==> src/rtl/ir_timer_pkg.sv <==
// Package: shared types and helpers for the IR interval capture timer.
// Assumes a 2-bit edge-interrupt select and a power-of-two tick divider.
package ir_timer_pkg;

    typedef enum logic [1:0] {
        EINT_OFF  = 2'b00,
        EINT_FALL = 2'b01,
        EINT_RISE = 2'b10,
        EINT_BOTH = 2'b11
    } eint_mode_e;

    // Low-bit mask whose all-ones state marks a tick for a divide by 2^sel.
    function automatic logic [2:0] tick_mask(input logic [1:0] sel);
        logic [2:0] m;
        m = 3'b000;
        for (int i = 0; i < 3; i++) begin
            if (i < int'(sel)) m[i] = 1'b1;
        end
        return m;
    endfunction

endpackage

==> src/rtl/ir_edge_detect.sv <==
// Edge detector: conditions the IR input by the polarity bit, finds rising
// and falling edges against the stored previous level, and produces the
// capture strobe and the registered edge interrupt.
// Assumes ir_in is already synchronous to clk.
module ir_edge_detect
    import ir_timer_pkg::*;
(
    input  logic       clk,
    input  logic       rst_n,
    input  logic       ir_in,
    input  logic       inv_pol,
    input  logic       cap_both,
    input  logic [1:0] eint_sel,
    output logic       cap_evt,
    output logic       edge_irq
);

    logic       lvl;
    logic       lvl_d;
    logic       rise;
    logic       fall;
    logic       irq_hit;
    eint_mode_e mode;

    // Condition the input and classify the edge in this cycle.
    always_comb begin
        lvl     = ir_in ^ inv_pol;
        rise    = lvl & ~lvl_d;
        fall    = ~lvl & lvl_d;
        cap_evt = rise | (cap_both & fall);
        mode    = eint_mode_e'(eint_sel);
        unique case (mode)
            EINT_FALL: irq_hit = fall;
            EINT_RISE: irq_hit = rise;
            EINT_BOTH: irq_hit = rise | fall;
            default:   irq_hit = 1'b0;
        endcase
    end

    // Store the previous conditioned level and register the edge interrupt.
    always_ff @(posedge clk) begin
        if (!rst_n) begin
            lvl_d    <= 1'b0;
            edge_irq <= 1'b0;
        end else begin
            lvl_d    <= lvl;
            edge_irq <= irq_hit;
        end
    end

    // with the interrupt switched off, no edge interrupt follows
    a_r8_off_silent: assert property (@(posedge clk) disable iff (!rst_n)
        (eint_sel == 2'b00) |=> !edge_irq);

    // an edge interrupt is always a single-cycle pulse
    a_r8_single_pulse: assert property (@(posedge clk) disable iff (!rst_n)
        edge_irq |=> !edge_irq || (lvl_d != $past(lvl_d)));

endmodule

==> src/rtl/ir_tick_gen.sv <==
// Tick generator: a small free-running divider that yields a tick every
// 1, 2, 4 or 8 clocks according to clk_sel. It restarts from zero on
// request, so the first tick after a restart comes a full period later.
module ir_tick_gen
    import ir_timer_pkg::*;
#(
    parameter int SEL_W = 2,
    localparam int DIV_W = (1 << SEL_W) - 1
) (
    input  logic             clk,
    input  logic             rst_n,
    input  logic             restart,
    input  logic [SEL_W-1:0] clk_sel,
    output logic             tick
);

    logic [DIV_W-1:0] div_q;
    logic [DIV_W-1:0] mask;

    // Decode the divide ratio and flag the tick cycle.
    always_comb begin
        mask = DIV_W'(tick_mask(2'(clk_sel)));
        tick = ((div_q & mask) == mask);
    end

    // Advance the divider, or restart it.
    always_ff @(posedge clk) begin
        if (!rst_n || restart) begin
            div_q <= '0;
        end else begin
            div_q <= div_q + 1'b1;
        end
    end

    // at the slowest rate two ticks never fall in adjacent cycles
    a_r3_slow_spacing: assert property (@(posedge clk) disable iff (!rst_n)
        (clk_sel == SEL_W'(3) && tick && !restart) |=> (!tick || clk_sel != SEL_W'(3)));

endmodule

==> src/rtl/ir_interval_counter.sv <==
// Interval counter: counts ticks, latches the count and restarts on each
// capture, flags overflow, and either wraps or holds at all ones.
// Assumes cap_evt and tick are single-cycle strobes from the same clock.
module ir_interval_counter #(
    parameter int CNT_W = 14
) (
    input  logic             clk,
    input  logic             rst_n,
    input  logic             en,
    input  logic             tick,
    input  logic             cap_evt,
    input  logic             clr,
    input  logic             ovf_hold,
    output logic [CNT_W-1:0] cnt_q,
    output logic [CNT_W-1:0] cap_q,
    output logic             ovf_irq
);

    localparam logic [CNT_W-1:0] CNT_MAX = '1;

    logic cap_ok;
    logic at_max;
    logic sat_q;

    // Qualify the capture with the enable and spot the terminal count.
    always_comb begin
        cap_ok = en & cap_evt;
        at_max = (cnt_q == CNT_MAX);
    end

    // Count, capture, clear and overflow handling, clear first.
    always_ff @(posedge clk) begin
        if (!rst_n) begin
            cnt_q   <= '0;
            cap_q   <= CNT_MAX;
            ovf_irq <= 1'b0;
            sat_q   <= 1'b0;
        end else begin
            ovf_irq <= 1'b0;
            if (clr) begin
                cnt_q <= '0;
                cap_q <= CNT_MAX;
                sat_q <= 1'b0;
            end else if (cap_ok) begin
                cap_q <= cnt_q;
                cnt_q <= '0;
                sat_q <= 1'b0;
            end else if (en && tick) begin
                if (at_max) begin
                    if (ovf_hold) begin
                        ovf_irq <= ~sat_q;
                        sat_q   <= 1'b1;
                    end else begin
                        ovf_irq <= 1'b1;
                        cnt_q   <= '0;
                        sat_q   <= 1'b0;
                    end
                end else begin
                    cnt_q <= cnt_q + 1'b1;
                end
            end
        end
    end

    // a capture latches the previous count and restarts the counter
    a_r4_capture_restart: assert property (@(posedge clk) disable iff (!rst_n)
        (cap_ok && !clr) |=> (cnt_q == '0 && cap_q == $past(cnt_q)));

    // an overflow pulse only follows a counter sitting at all ones
    a_r5_ovf_from_max: assert property (@(posedge clk) disable iff (!rst_n)
        ovf_irq |-> ($past(cnt_q) == CNT_MAX));

    // once saturated in hold mode, the counter stays and stays quiet
    a_r6_hold_quiet: assert property (@(posedge clk) disable iff (!rst_n)
        (sat_q && ovf_hold && !clr && !cap_ok) |=> (cnt_q == CNT_MAX && !ovf_irq));

    // a clear leaves the counter at zero and the capture at all ones
    a_r7_clear_state: assert property (@(posedge clk) disable iff (!rst_n)
        clr |=> (cnt_q == '0 && cap_q == CNT_MAX && !ovf_irq));

    // without the enable the count does not move
    a_r2_hold_when_off: assert property (@(posedge clk) disable iff (!rst_n)
        (!en && !clr) |=> $stable(cnt_q));

endmodule

==> src/rtl/ir_interval_timer.sv <==
// Top level of the IR interval capture timer: joins the edge detector,
// the tick generator and the interval counter. The tick divider restarts
// while disabled, on a capture and on a clear so intervals count exactly.
// Assumes ir_in is synchronous to clk; all outputs are registered.
module ir_interval_timer #(
    parameter int CNT_W = 14,
    parameter int SEL_W = 2
) (
    input  logic             clk,
    input  logic             rst_n,
    input  logic             en,
    input  logic             clr,
    input  logic [SEL_W-1:0] clk_sel,
    input  logic             ir_in,
    input  logic             inv_pol,
    input  logic             cap_both,
    input  logic             ovf_hold,
    input  logic [1:0]       eint_sel,
    output logic [CNT_W-1:0] cnt_q,
    output logic [CNT_W-1:0] cap_q,
    output logic             ovf_irq,
    output logic             edge_irq
);

    logic cap_evt;
    logic tick;
    logic tick_restart;

    // Restart the divider whenever the counter is cleared or idle.
    always_comb begin
        tick_restart = clr | ~en | cap_evt;
    end

    ir_edge_detect u_edge (
        .clk      (clk),
        .rst_n    (rst_n),
        .ir_in    (ir_in),
        .inv_pol  (inv_pol),
        .cap_both (cap_both),
        .eint_sel (eint_sel),
        .cap_evt  (cap_evt),
        .edge_irq (edge_irq)
    );

    ir_tick_gen #(
        .SEL_W (SEL_W)
    ) u_tick (
        .clk     (clk),
        .rst_n   (rst_n),
        .restart (tick_restart),
        .clk_sel (clk_sel),
        .tick    (tick)
    );

    ir_interval_counter #(
        .CNT_W (CNT_W)
    ) u_cnt (
        .clk      (clk),
        .rst_n    (rst_n),
        .en       (en),
        .tick     (tick),
        .cap_evt  (cap_evt),
        .clr      (clr),
        .ovf_hold (ovf_hold),
        .cnt_q    (cnt_q),
        .cap_q    (cap_q),
        .ovf_irq  (ovf_irq)
    );

    // the reset leaves both interrupts low
    a_r1_reset_quiet: assert property (@(posedge clk)
        !rst_n |=> (!ovf_irq && !edge_irq && cnt_q == '0));

endmodule

==> config.mk <==
export PLATFORM = sky130hd
export DESIGN_NAME = ir_interval_timer
export DESIGN_NICKNAME = d
export VERILOG_FILES = /design/src/rtl/ir_timer_pkg.sv /design/src/rtl/ir_edge_detect.sv /design/src/rtl/ir_tick_gen.sv /design/src/rtl/ir_interval_counter.sv /design/src/rtl/ir_interval_timer.sv
export SDC_FILE = /design/constraint.sdc
export NUM_CORES = 1
export LEC_CHECK = 0
export ABC_AREA = 1
export BUFFER_PORTS_ARGS = -buffer_cell sky130_fd_sc_hd__buf_2
export CAP_MARGIN = 20
export CORE_ASPECT_RATIO = 1.2
export CORE_MARGIN = 3
export CORE_UTILIZATION = 35
export CTS_CLUSTER_SIZE = 30
export DETAILED_ROUTE_END_ITERATION = 8
export PLACE_DENSITY = 0.63
export SLEW_MARGIN = 0
export SYNTH_ARGS = -nofsm -noshare
export SYNTH_HDL_FRONTEND = slang
export SYNTH_SLANG_ARGS = --single-unit
==> constraint.sdc <==
create_clock -name clk -period 2.9 [get_ports clk]
set_clock_uncertainty 0.15 [all_clocks]
set_input_delay 0.87 -clock clk [delete_from_list [all_inputs] [get_ports clk]]
set_output_delay 0.87 -clock clk [all_outputs]
set_load 0.03 [all_outputs]
==> results by group <==
Critical path
  – Critical path type: in -> reg
  – CP startpoint kind: primary input
  – Worst reg2reg setup slack: 930 ps
  – CP arrival: 2350 ps
  – Reg2reg start: u_cnt.cnt_q[1]
  – Crit end category: flop
  – Crit Path Max Fanout: 8
  – Cells on worst reg2reg path: 11
  – Worst path required time: 2950 ps
  – R2R Path End: u_cnt.cnt_q[11]

Worst hold path
  – Hold wc startpoint: u_cnt.cap_q[6]
  – Hold Path End: u_cnt.cap_q[6]
  – Hold path depth: 2
  – Tightest Hold Check Type: reg -> reg

Synth
  – Syn_nets: 274
  – Post-Syn Instances: 258
  – Area share of the largest cell type after synthesis: 0.391
  – Yosys reg bits: 35
  – Netlist cell types: 26
  – Sequential-to-total area share from yosys stat: 0.391
  – Post-Synth XOR/XNOR Area: 0.0196
  – Dominant cell type by area after synthesis: dfxtp_1
  – Avg Inst Size Synth: 6.94 um2
  – Post-Synth Adder-Cell Area: 0.0280
  – Simple logic cell fraction of the synthesized area: 0.385
  – Post-Syn Area: 0.00179 mm2
  – Synth warn: 0
  – Synth top area cells: dfxtp_1, nand2_1, nand3_1
  – Largest family of logic cells by synthesized area: simple AND/OR/NAND/NOR gates
  – Complex-gate fraction of the synthesized area: 0.0846
  – Post-synthesis mux area share: 0

Detailed routing
  – DRC viols: 0
  – Post-Route WL: 4460 um
  – First-pass detailed-route iteration total: 4
  – DRC marker count from the first detailed-route iteration: 91
  – Vias per Instance: 4.87
  – DR WL/cell: 12.3 um
  – Routed Antenna Nets: 0
  – Vias: 1,763

Floorplanning
  – Die Area: 0.00601 mm2
  – Io pins: 42
  – FP Rows: 27
  – Core Area: 0.00476 mm2
  – Die Ht: 84.4 um
  – Starting density of the core: 0.376
  – Die X: 71.3 um

Final layout
  – Nets@finish: 319
  – Most frequent cells in the layout: nand2_1, buf_2, dfxtp_1
  – FF/Latch Area: 701 um2
  – Most common cell after layout, fill and taps aside: nand2_1
  – Share of cells above drive strength 1: 0.201
  – Antenna diodes: 0
  – Area growth from synthesis to layout: 21.0%
  – Post-layout util: 0.455
  – Fillers: 487
  – Post-route insts no fill: 362
  – Multi-input gate area: 926 um2

Clock tree
  – Htree depth: 2
  – CTS Buffer Depth: 2
  – Total setup buffers inserted after CTS: 0
  – Worst skew pair latency: 290 ps
  – Worst-path clk slew: 70 ps
  – CTS Buf Count: 5
  – CTS tree: built
  – # hold bufs at CTS: 0
  – CTS Root Cell: clkbuf_8
  – Clock Sinks: 35
  – Post-CTS sizing: 0

Outcome
  – Status: completed

Global routing
  – Pin count of the biggest net entering global routing: 24
  – First-pass GRT wire length: 7760 um
  – Total Routing Usage GR: 0.159
  – Vias in the first global route: 1,729
  – Initial antenna violation count: 0
  – Grt total ovfl: 0

STA
  – Min Clock Period, post-route: 2300 ps
  – Setup Total Neg Slack: 0 ps
  – Slew Limit Fails: 0
  – # setup viols final: 0
  – RSZ-0062 raised after global routing: false
  – Slew @ Worst Pin: 498 ps
  – Final period util: 0.793
  – Max Fclk: 435 MHz
  – Max transition margin: 0.667
  – Final Hold Fails: 0

Job
  – Number of max-cap violations: 0

Power
  – Power Density: 494 mW/mm2
  – Tot Pwr: 1070 uW
  – Peak supply drop: 174 uV
  – Leakage: 0.00101 uW

Placed design
  – Placed cell count: 354
  – Hpwl dp: 3370 um
  – Placer Congestion: 0.831
  – IO buf count: 41
## registers in the layout, indices dropped and copies added, names as in the netlist
signal	count
u_cnt.cap_q	14
u_cnt.sat_q	1
u_edge.edge_irq	1
u_cnt.cnt_q	14
u_cnt.ovf_irq	1
u_tick.div_q	3
u_edge.lvl_d	1
## critical path, cell delays in order
cell and delay (ps):
buf_2 100, xor2_1 200, inv_1 80, ha_1 190
a21oi_1 170, nor2_1 130, inv_1 100, nand2_2 50
inv_1 220, nand2_1 80, nor3_1 160
## cells in the mapped netlist
library cell and number:
clkinv_4 1, nand3_1 32, nand2_1 81, nand3_4 1, a21oi_4 1, o21ai_0 1, nor3_1 3, buf_2 1
a21oi_1 11, o21bai_1 1, nand3b_1 1, xnor2_1 1, nand2_4 2, buf_6 1, nor2_4 2, dfxtp_1 35
nor2_1 29, nand4_1 4, buf_8 1, ha_1 4, o211ai_1 9, xor2_1 3, buf_4 1, clkbuf_1 3
nand2_2 1, inv_1 28
## metal layers
| metal | track usage | share of wire | vias up |
|---|---|---|---|
| met2 | 0.270 | 0.48 | 52 |
| met3 | 0.0407 | 0.066 | 9 |
| met5 | 0 | 0 | - |
| met4 | 0.0564 | 0.021 | 0 |
| met1 | 0.192 | 0.43 | 786 |
| li1 | - | - | 916 |
## stage by stage
step / hold slack, ps / worst slack [ps] / cell area [um2]
2_1_floorplan: 280 / 537 / 1790
3_3_place_gp: 296 / 394 / 2050
3_5_place_dp: 293 / 303 / 2050
4_1_cts: 312 / 577 / 2170
5_1_grt: 356 / 327 / 2170
6_report: 313 / 600 / 2170
## where the power goes
part	switching [uW]	internal [uW]	total (uW)
clock	180	278	458
combinational	75.6	36.1	112
sequential	7.53	493	501
## layout make-up
cell class,instances,area share
sequential,35,0.324
timing repair buffer,45,0.109
tap,58,0.0335
inverter,29,0.0526
clock buffer,6,0.0381
multi-input combinational,187,0.427
clock inverter,2,0.0162
## how the worst max path moves through the flow
stage	slack, ps	startpoint	cells past startpoint	end
after global routing	330	inv_pol	11	u_cnt.ovf_irq
after detailed placement	300	inv_pol	11	u_cnt.ovf_irq
final	600	inv_pol	11	u_cnt.ovf_irq
after floorplan	540	inv_pol	10	u_cnt.ovf_irq
after CTS	580	inv_pol	11	u_cnt.ovf_irq
after global placement	390	inv_pol	10	u_cnt.cap_q[8]
## cells by family (layout without fill, tap and decap cells)
logic type,Yosys count,count (layout)
xor gates and xnor gates,4,4
adders and majority gates,4,4
buffers and inverters,36,82
AOI/OAI and AO/OA,23,23
and+or+nand+nor,156,156
DFF,35,35
No activity file was read; power rests on OpenSTA's default activity.
